`src/rtl/sbp_pkg.sv`:
```
package sbp_pkg;
    typedef enum logic [0:0] {
        ST_OFF = 1'b0,
        ST_RUN = 1'b1
    } sbp_state_e;
endpackage

```
`src/rtl/sbp_rx_pack.sv`:
```
module sbp_rx_pack #(
    parameter int SLOT_W = 8,
    parameter int FW     = $clog2(SLOT_W),
    parameter int CW     = FW + 1
) (
    input  logic              clk,
    input  logic              rst_n,
    input  logic              step,
    input  logic              clr,
    input  logic              inv,
    input  logic [FW-1:0]     start,
    input  logic [CW-1:0]     eff,
    input  logic [SLOT_W-1:0] slot,
    output logic              push,
    output logic [SLOT_W-1:0] push_data
);
    logic [SLOT_W-1:0]   acc_q, base_acc, mask, field;
    logic [CW-1:0]       cnt_q, base_cnt;
    logic [2*SLOT_W-1:0] merged;
    logic [CW:0]         total;

    always_comb begin
        base_acc = clr ? '0 : acc_q;
        base_cnt = clr ? '0 : cnt_q;
        for (int i = 0; i < SLOT_W; i++) begin
            mask[i] = (i < int'(eff));
        end
        field  = ((slot >> start) & mask) ^ ({SLOT_W{inv}} & mask);
        merged = {{SLOT_W{1'b0}}, base_acc} | ({{SLOT_W{1'b0}}, field} << base_cnt);
        total  = {1'b0, base_cnt} + {1'b0, eff};
    end

    always_ff @(posedge clk or negedge rst_n) begin
        if (!rst_n) begin
            acc_q     <= '0;
            cnt_q     <= '0;
            push      <= 1'b0;
            push_data <= '0;
        end else begin
            push <= 1'b0;
            if (step) begin
                if (total >= (CW+1)'(SLOT_W)) begin
                    push      <= 1'b1;
                    push_data <= merged[SLOT_W-1:0];
                    acc_q     <= merged[2*SLOT_W-1:SLOT_W];
                    cnt_q     <= CW'(total - (CW+1)'(SLOT_W));
                end else begin
                    acc_q <= merged[SLOT_W-1:0];
                    cnt_q <= total[CW-1:0];
                end
            end
        end
    end

    // a byte leaves only after a processed frame
    a_r4_push_after_frame: assert property (@(posedge clk) disable iff (!rst_n)
        push |-> $past(step));
    // leftover bits never reach a full byte
    a_r4_carry_bound: assert property (@(posedge clk) disable iff (!rst_n)
        cnt_q < CW'(SLOT_W));
endmodule

```
`src/rtl/sbp_tx_unpack.sv`:
```
module sbp_tx_unpack #(
    parameter int SLOT_W = 8,
    parameter int FW     = $clog2(SLOT_W),
    parameter int CW     = FW + 1
) (
    input  logic              clk,
    input  logic              rst_n,
    input  logic              step,
    input  logic              clr,
    input  logic              blank,
    input  logic              freeze,
    input  logic              inv,
    input  logic [FW-1:0]     start,
    input  logic [CW-1:0]     eff,
    input  logic              fifo_empty,
    input  logic [SLOT_W-1:0] fifo_data,
    output logic              pop,
    output logic [SLOT_W-1:0] slot_q,
    output logic              underrun_q
);
    logic [SLOT_W-1:0]   hold_q, base_hold, mask, fmask, dbit, slot_nxt;
    logic [CW-1:0]       cnt_q, base_cnt;
    logic [2*SLOT_W-1:0] pool, rest;
    logic [CW:0]         pool_cnt;
    logic                need, starve;

    always_comb begin
        base_hold = clr ? '0 : hold_q;
        base_cnt  = clr ? '0 : cnt_q;
        need      = step && !freeze && (base_cnt < eff);
        pop       = need && !fifo_empty;
        starve    = need && fifo_empty;
        pool      = {{SLOT_W{1'b0}}, base_hold};
        pool_cnt  = {1'b0, base_cnt};
        if (pop) begin
            pool     = pool | ({{SLOT_W{1'b0}}, fifo_data} << base_cnt);
            pool_cnt = pool_cnt + (CW+1)'(SLOT_W);
        end
        for (int i = 0; i < SLOT_W; i++) begin
            mask[i] = (i < int'(eff));
            dbit[i] = (i < int'(pool_cnt)) ? (pool[i] ^ inv) : 1'b1;
        end
        fmask    = mask << start;
        slot_nxt = (fmask & (dbit << start)) | ~fmask;
        rest     = pool >> eff;
    end

    always_ff @(posedge clk or negedge rst_n) begin
        if (!rst_n) begin
            hold_q     <= '0;
            cnt_q      <= '0;
            slot_q     <= '1;
            underrun_q <= 1'b0;
        end else if (blank) begin
            slot_q <= '1;
        end else if (step && freeze) begin
            hold_q <= base_hold;
            cnt_q  <= base_cnt;
        end else if (step) begin
            slot_q <= slot_nxt;
            if (starve) begin
                hold_q     <= '0;
                cnt_q      <= '0;
                underrun_q <= 1'b1;
            end else begin
                hold_q <= rest[SLOT_W-1:0];
                cnt_q  <= CW'(pool_cnt - {1'b0, eff});
            end
        end
    end

    // the underrun flag never falls without reset
    a_r11_sticky: assert property (@(posedge clk) disable iff (!rst_n)
        underrun_q |=> underrun_q);
    // the holding store never exceeds one byte
    a_r5_hold_bound: assert property (@(posedge clk) disable iff (!rst_n)
        cnt_q <= CW'(SLOT_W));
endmodule

```
`src/rtl/subch_packer.sv`:
```
module subch_packer #(
    parameter int SLOT_W = 8
) (
    input  logic                             clk,
    input  logic                             rst_n,
    input  logic                             chan_en,
    input  logic                             transparent,
    input  logic [2*$clog2(SLOT_W)+1:0]      cfg_word,
    input  logic                             frame_stb,
    input  logic [SLOT_W-1:0]                rx_slot,
    output logic [SLOT_W-1:0]                tx_slot,
    output logic                             rx_push,
    output logic [SLOT_W-1:0]                rx_push_data,
    output logic                             tx_pop,
    input  logic                             tx_empty,
    input  logic [SLOT_W-1:0]                tx_pop_data,
    output logic                             underrun
);
    import sbp_pkg::*;

    localparam int FW    = $clog2(SLOT_W);
    localparam int CW    = FW + 1;
    localparam int CFG_W = 2 * FW + 2;

    sbp_state_e       state_q, state_d;
    logic [CFG_W-1:0] act_q;
    logic [FW-1:0]    cnt_code, start;
    logic [CW-1:0]    nbits, room, eff;
    logic             freeze_bit, inv_bit, run, blank, clr;

    assign cnt_code   = cfg_word[FW-1:0];
    assign start      = cfg_word[2*FW-1:FW];
    assign freeze_bit = cfg_word[2*FW];
    assign inv_bit    = cfg_word[2*FW+1];

    always_comb begin
        nbits = (cnt_code == '0) ? CW'(SLOT_W) : {1'b0, cnt_code};
        room  = CW'(SLOT_W) - {1'b0, start};
        eff   = (nbits < room) ? nbits : room;
    end

    always_comb begin
        run   = frame_stb && chan_en;
        blank = frame_stb && !chan_en;
        clr   = 1'b0;
        state_d = state_q;
        unique case (state_q)
            ST_OFF: begin
                if (run) begin
                    clr     = 1'b1;
                    state_d = ST_RUN;
                end
            end
            ST_RUN: begin
                if (blank) begin
                    state_d = ST_OFF;
                end else if (run && (cfg_word != act_q)) begin
                    clr = 1'b1;
                end
            end
            default: state_d = ST_OFF;
        endcase
    end

    always_ff @(posedge clk or negedge rst_n) begin
        if (!rst_n) begin
            state_q <= ST_OFF;
            act_q   <= '0;
        end else begin
            state_q <= state_d;
            if (run) begin
                act_q <= cfg_word;
            end
        end
    end

    sbp_rx_pack #(.SLOT_W(SLOT_W), .FW(FW), .CW(CW)) u_rx (
        .clk       (clk),
        .rst_n     (rst_n),
        .step      (run),
        .clr       (clr),
        .inv       (inv_bit),
        .start     (start),
        .eff       (eff),
        .slot      (rx_slot),
        .push      (rx_push),
        .push_data (rx_push_data)
    );

    sbp_tx_unpack #(.SLOT_W(SLOT_W), .FW(FW), .CW(CW)) u_tx (
        .clk        (clk),
        .rst_n      (rst_n),
        .step       (run),
        .clr        (clr),
        .blank      (blank),
        .freeze     (freeze_bit && transparent),
        .inv        (inv_bit),
        .start      (start),
        .eff        (eff),
        .fifo_empty (tx_empty),
        .fifo_data  (tx_pop_data),
        .pop        (tx_pop),
        .slot_q     (tx_slot),
        .underrun_q (underrun)
    );

    // never read an empty FIFO
    a_r5_no_pop_empty: assert property (@(posedge clk) disable iff (!rst_n)
        tx_pop |-> !tx_empty);
    // a disabled strobe touches no FIFO and blanks the slot
    a_r9_off_quiet: assert property (@(posedge clk) disable iff (!rst_n)
        (frame_stb && !chan_en) |-> !tx_pop);
    a_r9_off_blank: assert property (@(posedge clk) disable iff (!rst_n)
        (frame_stb && !chan_en) |=> (tx_slot == '1) && !rx_push);
    // freeze in transparent mode holds the slot and skips the pop
    a_r8_freeze: assert property (@(posedge clk) disable iff (!rst_n)
        (run && freeze_bit && transparent) |=> $stable(tx_slot));
    // outputs move only after a strobe
    a_r12_quiet: assert property (@(posedge clk) disable iff (!rst_n)
        !frame_stb |=> ($stable(tx_slot) && !rx_push));
endmodule

```
`config.mk`:
```
export PLATFORM = sky130hd
export DESIGN_NAME = subch_packer
export DESIGN_NICKNAME = d
export VERILOG_FILES = /design/src/rtl/sbp_pkg.sv /design/src/rtl/sbp_rx_pack.sv /design/src/rtl/sbp_tx_unpack.sv /design/src/rtl/subch_packer.sv
export SDC_FILE = /design/constraint.sdc
export NUM_CORES = 1
export LEC_CHECK = 0
export BUFFER_PORTS_ARGS = -buffer_cell sky130_fd_sc_hd__buf_2
export CORE_MARGIN = 2
export CORE_UTILIZATION = 67
export DETAILED_ROUTE_END_ITERATION = 6
export PLACE_DENSITY = 0.85
export SLEW_MARGIN = 20
export SYNTH_ARGS = -nofsm -noshare
export SYNTH_HDL_FRONTEND = slang
export SYNTH_SLANG_ARGS = --single-unit
export TNS_END_PERCENT = 5
```
`constraint.sdc`:
```
create_clock -name clk -period 12.52 [get_ports clk]
set_input_delay 1.252 -clock clk [delete_from_list [all_inputs] [get_ports clk]]
set_output_delay 1.252 -clock clk [all_outputs]
set_load 0.005 [all_outputs]
```
## Word level (Yosys, flattened, before mapping)

Index checks and enable logic that the tools add are counted.

- Register bits after elaboration: 51
- Latch bits: 0
- Bits in writable memories: 0
- Memory bits (read-only): 0
- Output and inout port bits: 19
- Word-level logic and storage cells: 115
- Memories: 0

- $add $sub $neg: 5
- Multiply operators: 0
- Divide/modulo/power cells: 0
- $lt $le $gt $ge: 19
- Equality and inequality tests: 2
- Shift-type cells: 6
- Muxes and demuxes: 35
- Bitwise gates (word level): 19
- Reduce and logical (&&, ||, !) cells: 19

Operators with widths:

| kind | number |
|---|---|
| $mux 8 | 9 |
| $mux 4 | 8 |
| $or 8x16->16 | 2 |
| $shl 8x4->16 | 2 |
| $and 8x8->8 | 3 |
| $lt 3x5->1 const A | 4 |
| $lt 3x4->1 const A | 4 |
| $mux 16 | 1 |
| $shl 8x3->8 | 2 |
| $shr 16x4->8 | 1 |
| $mux 1 | 14 |
| $lt 1x5->1 const A | 2 |
| $lt 2x5->1 const A | 2 |
| $logic_and 1x1->1 | 9 |
| $lt 1x4->1 const A | 2 |
| $lt 2x4->1 const A | 2 |
| $lt 4x4->1 | 2 |
| $ne 8x8->1 | 1 |
| $not 8->8 | 1 |
| $or 8x8->8 | 1 |
| $shr 8x3->8 | 1 |
| $xor 1x1->1 | 8 |
| $xor 8x8->8 | 1 |
| $reduce_and 2->1 | 3 |
| 14 further kinds | 20 |

## Logic depth before layout (Yosys ltp)

Gate-level depths: netlist (run 1).

- Depth after elaboration: 18
- Depth in mapped cells: 29

## Modules after synthesis

From an unflattened synthesis (run 1), not the netlist that was laid out.

- Cell total of the unflattened synthesis: 792
- Area total of the unflattened synthesis: 6,185.9 um2

By module, submodules not included:

| module | times used | cells an instance | area each (um2) | seq. area each (um2) |
|---|---|---|---|---|
| sbp_tx_unpack | 1 | 446 | 3,345.7 | 535.5 |
| sbp_rx_pack | 1 | 285 | 2,232.1 | 525.5 |
| subch_packer | 1 | 61 | 608.1 | 225.2 |

## Worst setup path before layout (run 1)

Ideal clock, no wire load.

- Path type: input to register
- Start: input port cfg_word[4]
- End: register u_tx.slot_q[3]
- Setup time: 0.087 ns
- Arrival: 6.865 ns
- Data required time: 12.433 ns
- Setup slack: 5.568 ns
- Stages: 27
- Buffers on the path: 6
- Cells stage by stage: buf_4 -> clkbuf_1 -> inv_1 -> clkbuf_1 -> ha_1 -> xor2_1 -> ha_1 -> nand4b_1 -> and2_1 -> a22o_1 -> clkbuf_1 -> inv_1 -> clkbuf_1 -> buf_1 -> ha_1 -> inv_1 -> ha_1 -> a31oi_1 -> o31ai_1 -> maj3_1 -> a21oi_2 -> inv_2 -> ha_1 -> and2_1 -> o32a_1 -> a2111oi_2 -> a21oi_1

- Longest elaborated chain between the ends: 18

Ends and longest elaborated chain:

| what | RTL line | RTL |
|---|---|---|
| start, declared | subch_packer.sv:8 | `input logic [2*$clog2(SLOT_W)+1:0] cfg_word,` |
| parallel branches: the longest is 6 deep, another holds $sub 4x3->4 | - |  |
| $lt 4x4->1 (*) | sbp_tx_unpack.sv:30 | `need = step && !freeze && (base_cnt < eff);` |
| $logic_and 1x1->1 (*) | sbp_tx_unpack.sv:30 |  |
| $logic_and 1x1->1 (*) | sbp_tx_unpack.sv:31 | `pop = need && !fifo_empty;` |
| named net tx_pop | subch_packer.sv:14 | `output logic tx_pop,` |
| $mux 5 / $mux 16 (equally long branches) | sbp_tx_unpack.sv:35 | `if (pop) begin` |
| $lt 1x5->1 (tied with other cells) | sbp_tx_unpack.sv:41 | `dbit[i] = (i < int'(pool_cnt)) ? (pool[i] ^ inv) : 1'b1;` |
| $mux 1 | sbp_tx_unpack.sv:41 |  |
| $shl 8x3->8 (*) | sbp_tx_unpack.sv:44 | `slot_nxt = (fmask & (dbit << start)) \| ~fmask;` |
| $and 8x8->8 (*) | sbp_tx_unpack.sv:44 |  |
| $or 8x8->8 (*) | sbp_tx_unpack.sv:44 |  |
| $mux 8 (*) | sbp_tx_unpack.sv:59 | `end else if (step) begin` |
| $mux 8 (*) | sbp_tx_unpack.sv:56 | `end else if (step && freeze) begin` |
| $mux 8 (*) | sbp_tx_unpack.sv:54 | `end else if (blank) begin` |
| end signal, assigned | sbp_tx_unpack.sv:60 | `slot_q <= slot_nxt;` |
| end, declared | sbp_tx_unpack.sv:18 | `output logic [SLOT_W-1:0] slot_q,` |

Mark *: on every way through the listed nets, which the timed path passes. The select of a mux whose other input is x is not followed.
A chain may end at the register's enable or synchronous reset.

## Worst setup path after layout (run 1)

- Start: input port cfg_word[3]
- End: output port tx_pop

- Longest elaborated chain between the ends: 9

Ends and longest elaborated chain:

| what | RTL line |
|---|---|
| parallel branches: the longest is 6 deep, another holds $sub 4x3->4 | - |
| $lt 4x4->1 (*) | sbp_tx_unpack.sv:30 |
| $logic_and 1x1->1 (*) | sbp_tx_unpack.sv:30 |
| $logic_and 1x1->1 (*) | sbp_tx_unpack.sv:31 |
| end, declared | subch_packer.sv:14 |

Every way passes the cells marked *.

==> impl_metrics.ini, run 1 <==
[power]
comb_power_share_pct = 60.7
swShare_pct = 51.6
cellPowerDensity_mw_per_mm2 = 156
netSwitchingPower_uw = 480
peakVddDrop_mv = 0.0801
p_int_uw = 450
power_uw = 930
p_leak_nw = 2.41
power_frac_seq_pct = 27.1
clkPwrFrac_pct = 12.2

[yosys]
yosysSeqAreaShare_pct = 22.6
synth_xor_area_share_pct = 5.33
synth_ff_type = dfrtp_1
synth_top_family_by_area = compound AO/OA/AOI/OAI gates
yosys.area_share.simple_pct = 22.3
yosys_warnings = 0
synth_mux_area_share_pct = 5.95
syn_avg_cell_area_um2 = 7.59
synth-seq-cells = 51
syn_nets = 793
async_flop_share_pct = 100
synth-compound-area-share_pct = 34.4
syn_area_mm2 = 0.00568
synth_cell_types = 90
synth-edff-count = 0
synthAdderAreaFrac_pct = 3.57
syn_inst = 749

[cts]
clk_latency_ns = 0.33
clk_pin_slew_ns = 0.12
htree_levels = 2
clock-root-buffer = clkbuf_8
cts_sinks = 51
cts-resized-gates = 0
clk_path_buf_depth = 2
cts_tree = built
cts_buffers = 5
cts_hold_buf = 0
cts_setup_buffers = 0

[cells_and_area]
drive_gt1_share_pct = 15.5
areaGrowthSynthToFinish_pct = 4.76
finalNetCount = 800
final_cell_mix = nand2_1, o21ai_0, a21oi_1, buf_2, dfrtp_1
layout_commonest_cell = nand2_1
num_antenna_cells = 0
finish.utilization_pct = 72.4

[setup_path]
r2r-start = act_q[6]
cp_max_fo = 27
required_ns = 11.27
worstSetupStartpointType = input port
worstSetupPathType = in2out
endpoint_kind = primary output
arrival_ns = 6.45
startpoint = cfg_word[3]

[global_routing]
grt_overflow = 0
antenna_found_initial = 0
grt_max_degree = 52
grt_first_pass_wirelength_um = 30400
first_global_vias = 6030
grt_usage_pct = 42.2

[sta]
whs_ns = 0.493
finalMaxSlewViolations = 0
relSlewSlack_pct = 21.9
rsz0062_at_grt = false
finalCritPeriodShare_pct = 61.5
fin_crit_ns = 7.70
setup_viol = 0
fin_skew_ns = 0.00662
tns_ns = 0
hold_violations = 0
clock.fmax_mhz = 130
tightest_slew_ns = 1.17

[detailed_routing]
routed_wl_um = 19000
dr_total_vias = 6552
highest_layer = met4
dr.pass1.iters = 7
vias_per_cell = 7.60
wl_met1_um = 7350
wl_per_cell_um = 22.0
dr_wl_met3_um = 2580
dr_wl_met2_um = 8100
ant_nets = 0
drc = 2
drt-initial-drc-count = 939

[floorplanning]
ioPinCount = 49
coreArea_mm2 = 0.00822
die_area_mm2 = 0.00923
die_w_um = 96.1
die_h_um = 96.1
start_util_pct = 69.1
fp-row-count = 33

[run_status]
status = finished, violations left
violations = design-rule violations

[placed_design]
port_buffers = 48
routabilityCongestion = 1.04
hpwl_um = 13800

[flow_run]
cap_violations = 0

[worst_hold_path]
worstHoldStart = u_tx.underrun_q
hold_path_class = reg2reg
[kinds of logic (layout without fill, tap and decap cells)]
| group | count (synthesis) | in the layout |
|---|---|---|
| XOR/XNOR | 32 | 32 |
| multiplexers | 29 | 29 |
| adder cells (fa/ha/maj) | 16 | 16 |
| AND/OR/NAND/NOR | 266 | 266 |
| AO/OA/AOI/OAI | 276 | 276 |
| flip-flops | 51 | 51 |
| buffers and inverters | 79 | 87 |
[worst max-delay path: stages]
cell and delay [ns]:
buf_2 0.43, inv_1 0.39, ha_1 0.33, xor2_1 0.17, ha_1 0.35, nand4b_1 0.13
and2_1 0.24, a22o_1 0.51, inv_1 0.73, ha_1 0.30, inv_1 0.06, ha_1 0.18
a31oi_1 0.21, o31ai_1 0.11, maj3_1 0.40, a21oi_2 0.42, buf_2 0.20
[per-stage QoR]
step	cells	cell area, um2	setup WS (ns)
2_1_floorplan	749	5680	5.57
3_3_place_gp	854	5860	5.07
3_5_place_dp	854	5860	4.85
4_1_cts	862	5950	4.99
5_1_grt	862	5950	4.56
6_report	862	5950	4.82
[cell type report]
type	instances	area (um2)
Inverter	27	101
Timing Repair Buffer	52	270
Sequential cell	51	1290
Clock buffer	5	68.8
Multi-Input combinational cell	619	4070
Fill cell	653	2260
Tap cell	105	131
Clock inverter	3	27.5
[registers in the layout (all words and copies together) (netlist names), named ones only]
register and flops:
act_q 8, u_rx.acc_q 8, u_rx.cnt_q 4, u_rx.push 1
u_rx.push_data 8, u_tx.cnt_q 4, u_tx.hold_q 8, u_tx.slot_q 8
u_tx.underrun_q 1
[worst paths after layout]
path | endpoint | slack (ns) | cells after the start
setup / recovery | tx_pop | 4.82 | 17
hold / removal | u_tx.underrun_q | 0.49 | 1
setup reg to reg | u_tx.slot_q[6] | 7.05 | 17
hold reg to reg | u_tx.underrun_q | 0.49 | 1
max in group asynchronous | u_tx.hold_q[3] | 11.01 | 2
min in group asynchronous | u_rx.push | 1.04 | 2
[per-layer routing]
layer | GRT usage (%) | vias up
met3 | 10.0 | 128
met4 | 18.6 | 0
li1 | - | 2822
met5 | 0 | -
met2 | 65.7 | 584
met1 | 55.6 | 3018
[synth_stat cells (13+ instances only)]
master | count | area (um2)
inv_1 | 16 | 60.1
nor2_1 | 42 | 158
dfrtp_1 | 43 | 1080
nand2_1 | 118 | 443
mux2i_1 | 18 | 180
clkbuf_1 | 33 | 124
o211ai_1 | 15 | 113
a21oi_1 | 48 | 240
ha_1 | 13 | 163
nand3_1 | 20 | 100
a211oi_1 | 18 | 135
o21ai_0 | 51 | 255
xnor2_1 | 23 | 201
nor3_1 | 24 | 120
[power groups by stage]
stage	logic [mW]	registers [mW]	clock network [mW]
2_1_floorplan	0.408	0.237	0
5_1_grt	0.605	0.257	0.118
6_report	0.564	0.252	0.113
3_3_place_gp	0.520	0.250	0
4_1_cts	0.540	0.249	0.112
3_5_place_dp	0.537	0.253	0
Note: power is estimated with default switching activity, not from simulation.
==> run 2: changes to the inputs <==
ABC_AREA = 1   (was unset)
CORE_UTILIZATION = 61   (was 67)
PLACE_DENSITY = 0.78   (was 0.85)
clock period = 7.4 ns   (was 12.52 ns; I/O delays follow)
==> impl_metrics.ini, run 2 <==
[yosys]
synthTopCellsByArea = nand2_1, dfrtp_1, nand3_1
synth_top_cell_by_area = nand2_1
syn_nets = 966
syn_inst = 922
synth_commonest_cells = nand2_1, nand3_1, inv_1
yosys_warnings = 0
yosysMostFrequentCell = nand2_1
synth-seq-cells = 51
synth-edff-count = 0
async_flop_share_pct = 100
synth_top_area_share_pct = 21.0
yosysSeqAreaShare_pct = 23.7
synth_cell_types = 43
syn_area_mm2 = 0.00543
synth_ff_type = dfrtp_1
syn_avg_cell_area_um2 = 5.89

[cts]
cts_hold_buf = 0
cts_tree = built
htree_levels = 2
clk_pin_slew_ns = 0.12
clk_path_buf_depth = 2
cts_buffers = 5
clk_latency_ns = 0.32
cts_sinks = 51
cts_setup_buffers = 0
cts-resized-gates = 0
clock-root-buffer = clkbuf_8

[worst_hold_path]
hold_path_class = reg2reg

[sta]
tns_ns = 0
setup_viol = 0
relSlewSlack_pct = 29.0
finalMaxSlewViolations = 0
finalCritPeriodShare_pct = 77.2
hold_violations = 0
tightest_slew_ns = 1.06
fin_skew_ns = 0.0129
fin_crit_ns = 5.71
clock.fmax_mhz = 175
rsz0062_at_grt = false
whs_ns = 0.474

[detailed_routing]
dr_total_vias = 6389
routed_wl_um = 16800
dr.pass1.iters = 7
drc = 0
vias_per_cell = 6.08
ant_nets = 0
wl_per_cell_um = 16.0
drt-initial-drc-count = 677

[floorplanning]
die_w_um = 98.3
start_util_pct = 62.5
die_area_mm2 = 0.00967
ioPinCount = 49
coreArea_mm2 = 0.00868
fp-row-count = 34
die_h_um = 98.3

[power]
comb_power_share_pct = 57.9
p_leak_nw = 3.02
peakVddDrop_mv = 0.207
power_frac_seq_pct = 26.1
p_int_uw = 778
swShare_pct = 49.8
netSwitchingPower_uw = 773
clkPwrFrac_pct = 16.0
cellPowerDensity_mw_per_mm2 = 269

[global_routing]
grt_max_degree = 52
grtUsageMet1_pct = 49.0
grt_overflow = 0
first_global_vias = 5880
grt_first_pass_wirelength_um = 28000
antenna_found_initial = 0
busiest_layer = met2
grtUsageMet3_pct = 7.80
met2_usage_pct = 54.5
grt_usage_pct = 35.0

[cells_and_area]
drive_gt1_share_pct = 12.3
num_antenna_cells = 0
layout_commonest_cell = nand2_1
areaGrowthSynthToFinish_pct = 6.09
finalNetCount = 986
final_cell_mix = nand2_1, nand3_1, inv_1

[setup_path]
slowest_delay_ns = 0.83
cp_top_family = compound AO/OA/AOI/OAI gates
endpoint_kind = primary output
worstPathCellList = buf_2, inv_2, ha_1, xor2_1, ha_1, a21oi_1, nand2_2, o21ai_2, ha_1, inv_1, ha_1, inv_1, nand2_1, nand4_2, nand3_2, nor2_2, buf_2
r2r_setup_slack_ns = 3.01
crit_path_top_delay_cell = o21ai_2
cp_max_fo = 26
crit_top_cell = ha_1
worstSetupStartpointType = input port
crit_buf_inv = 5
arrival_ns = 4.97
worstSetupPathType = in2out
required_ns = 6.66

[flow_run]
cap_violations = 0

[placed_design]
port_buffers = 48
hpwl_um = 12500
routabilityCongestion = 1.02

[run_status]
status = finished, final reports clean
==> run 2: cell types whose count changed after synthesis, moves of 10 or more <==
cell,change
a21oi_1,-22
and2_1,-10
o21ai_1,+26
nor3_1,-20
nor2_1,+19
xnor2_1,-20
clkbuf_1,-12
mux2i_1,-16
a211oi_1,-16
nand2_1,+185
o211ai_1,-10
nand2_2,+10
nand3_1,+121
inv_1,+70
==> run 2: cell families (layout without fill, tap and decap cells) <==
family / after synthesis / count (layout) / share of synthesized area (%)
adder cells (fa/ha/maj): 14 / 14 / 3.37
buffers and inverters: 136 / 157 / 10.6
AO/OA/AOI/OAI: 142 / 142 / 14.4
flip-flops: 51 / 51 / 23.7
XOR/XNOR: 14 / 14 / 2.26
multiplexers: 2 / 2 / 0.369
AND/OR/NAND/NOR: 563 / 563 / 45.3
==> run 2: worst reg2reg max path, cell delays in order (launching register included) <==
cell and delay, ns:
dfrtp_1 0.38, inv_1 0.05, a21oi_1 0.16, nand3_1 0.12, nor2_1 0.16, nand2_2 0.08
nand2_4 0.33, nand2_2 0.32, inv_1 0.39, ha_1 0.34, nand4_1 0.10, nand2_1 0.10
inv_2 0.09, nand3_2 0.11, nor2_2 0.58, nand2_1 0.22, nand2_1 0.14, nand2_1 0.06
nand2_1 0.14, nand3_1 0.10, nand2_1 0.11, o21ai_1 0.07, nor2_1 0.13, nor2_1 0.05
==> run 2: per-stage QoR <==
step / power, mW / setup slack, ns / util, % / instance area, um2 / cells
2_1_floorplan: 1.06 / 2.95 / - / 5430 / 922
3_3_place_gp: 1.25 / 1.92 / 64.7 / 5620 / 1043
3_5_place_dp: 1.28 / 1.74 / 64.7 / 5620 / 1043
4_1_cts: 1.53 / 1.82 / 66.3 / 5760 / 1051
5_1_grt: 1.68 / 1.38 / 66.3 / 5760 / 1051
6_report: 1.55 / 1.69 / 66.3 / 5760 / 1051
==> run 2: power by group through the flow <==
stage	clock, mW	sequential, mW	combinational, mW
global route	0.258	0.414	1.01
floorplan	0	0.403	0.659
CTS	0.250	0.405	0.871
global placement	0	0.406	0.846
finish	0.248	0.405	0.898
detailed placement	0	0.410	0.866
==> run 2: path summary, 6_finish.rpt <==
kind,depth (start not counted),startpoint,endpoint
max reg2reg,23,act_q[3],u_tx.slot_q[4]
max,17,cfg_word[3],tx_pop
min,1,u_tx.underrun_q,u_tx.underrun_q
min reg2reg,1,u_tx.underrun_q,u_tx.underrun_q
max in group asynchronous,2,rst_n,u_tx.cnt_q[2]
min in group asynchronous,2,rst_n,u_tx.underrun_q
==> run 2: final cells by class <==
cell class              count  area [um2]
repair buffers             51         263
multi-input cells         735        3570
inverters                  98         368
clock inverters             3        71.3
flip-flops and latches     51        1290
fillers                   832        2920
clock buffers               5        68.8
well taps                 108         135
==> run 2: routing by layer <==
layer | vias to the layer above | routed length (um)
met4 | 0 | 386
li1 | 3070 | -
met5 | - | 0
met2 | 375 | 7480
met3 | 52 | 1790
met1 | 2892 | 7160
==> run 3: changes to the inputs <==
clock period = 5.8 ns   (was 7.4 ns; I/O delays follow)
==> impl_metrics.ini, run 3 (synthesis results as in run 2) <==
[sta]
fin_skew_ns = 0.0168
fin_crit_ns = 4.66
hold_violations = 0
finalCritPeriodShare_pct = 80.3
relSlewSlack_pct = 49.1
rsz0062_at_grt = false
setup_slack_ns = 1.14
tightest_slew_ns = 0.761
setup_viol = 0
tns_ns = 0
finalMaxSlewViolations = 0
whs_ns = 0.362
clock.fmax_mhz = 215

[setup_path]
r2r_setup_slack_ns = 1.64
required_ns = 5.22
worstSetupStartpointType = input port
worstSetupPathType = in2out
r2r-start = act_q[3]
r2r_cells = 20
endpoint_kind = primary output
arrival_ns = 4.08
cp_max_fo = 20
r2r_end = u_tx.hold_q[7]

[floorplanning]
die_area_mm2 = 0.00967
die_w_um = 98.3
start_util_pct = 62.5
ioPinCount = 49
die_h_um = 98.3
fp-row-count = 34
coreArea_mm2 = 0.00868

[global_routing]
grt_overflow = 0
grt_max_degree = 52
grt_usage_pct = 34.7
antenna_found_initial = 0
grt_first_pass_wirelength_um = 27900
first_global_vias = 5797

[power]
comb_power_share_pct = 59.6
swShare_pct = 50.6
cellPowerDensity_mw_per_mm2 = 336
p_int_uw = 960
netSwitchingPower_uw = 984
power_frac_seq_pct = 26.8
p_leak_nw = 3.04
clkPwrFrac_pct = 13.6
peakVddDrop_mv = 0.235

[cts]
clk_path_buf_depth = 2
cts_buffers = 5
clk_pin_slew_ns = 0.11
cts_hold_buf = 0
cts_setup_buffers = 0
cts_sinks = 51
clk_latency_ns = 0.32
cts_tree = built
htree_levels = 2
clock-root-buffer = clkbuf_8
cts-resized-gates = 0

[run_status]
status = finished, final reports clean

[detailed_routing]
ant_nets = 0
dr.pass1.iters = 7
vias_per_cell = 6.06
dr_total_vias = 6416
drt-initial-drc-count = 731
drc = 0
wl_per_cell_um = 15.9
routed_wl_um = 16800

[cells_and_area]
final_cell_mix = nand2_1, nand3_1, inv_1
areaGrowthSynthToFinish_pct = 6.59
num_antenna_cells = 0
drive_gt1_share_pct = 12.9
fin_area_mm2 = 0.00579
layout_commonest_cell = nand2_1
final_cells = 1058
finalNetCount = 993

[placed_design]
port_buffers = 48
routabilityCongestion = 1.03
hpwl_um = 12800
place_inst = 1050
place_ws_ns = 0.995
placed_area_mm2 = 0.00567

[worst_hold_path]
hold_path_class = in2async

[flow_run]
cap_violations = 0
## run 3: metrics by stage
stage	power (mW)	util, %
2_1_floorplan	1.35	-
3_3_place_gp	1.61	65.3
3_5_place_dp	1.64	65.3
4_1_cts	1.91	66.7
5_1_grt	2.10	66.7
6_report	1.94	66.7
## run 3: power by group through the flow
stage	clock, mW	sequential [mW]	combinational [mW]
after floorplan	0	0.514	0.841
after global placement	0	0.519	1.09
after detailed placement	0	0.524	1.12
after CTS	0.266	0.518	1.13
after global routing	0.272	0.530	1.30
final	0.264	0.521	1.16
## run 3: area by class of cell
class | instances | area (um2)
multi-input cells | 735 | 3570
fillers | 842 | 2890
flip-flops and latches | 51 | 1290
inverters | 98 | 368
repair buffers | 58 | 315
well taps | 108 | 135
clock buffers | 5 | 68.8
clock inverters | 3 | 46.3
## run 3: layer usage
metal  global-route usage [%]  vias to the layer above  routed length, um
met5                        0                        -                  0
met2                     53.0                      390               7410
met1                     50.5                     2902               7350
li1                         -                     3079                  -
met4                     10.5                        0                334
met3                     6.16                       45               1710
## run 3: worst max-delay path, stage by stage
cell	delay (ns)
buf_2	0.11
inv_2	0.28
ha_1	0.23
xor2_1	0.09
ha_1	0.30
nand2_1	0.06
a21oi_1	0.16
nand2_2	0.10
nand2_2	0.10
nand2_1	0.07
nand2_2	0.28
inv_1	0.12
xor2_1	0.18
ha_1	0.21
inv_1	0.06
nand2_1	0.11
nand4_2	0.12
nand3_2	0.09
nor2_2	0.57
buf_2	0.23
## run 3: worst max path at each step
| stage | to | startpoint | slack, ns | cells past startpoint |
|---|---|---|---|---|
| after CTS | tx_pop | cfg_word[4] | 1.22 | 20 |
| after global placement | u_tx.slot_q[4] | cfg_word[3] | 1.23 | 28 |
| after detailed placement | u_tx.hold_q[6] | cfg_word[4] | 0.99 | 27 |
| final | tx_pop | cfg_word[3] | 1.14 | 20 |
| after global routing | u_tx.hold_q[6] | cfg_word[3] | 0.87 | 27 |
| after floorplan | u_rx.push_data[7] | cfg_word[4] | 1.51 | 25 |
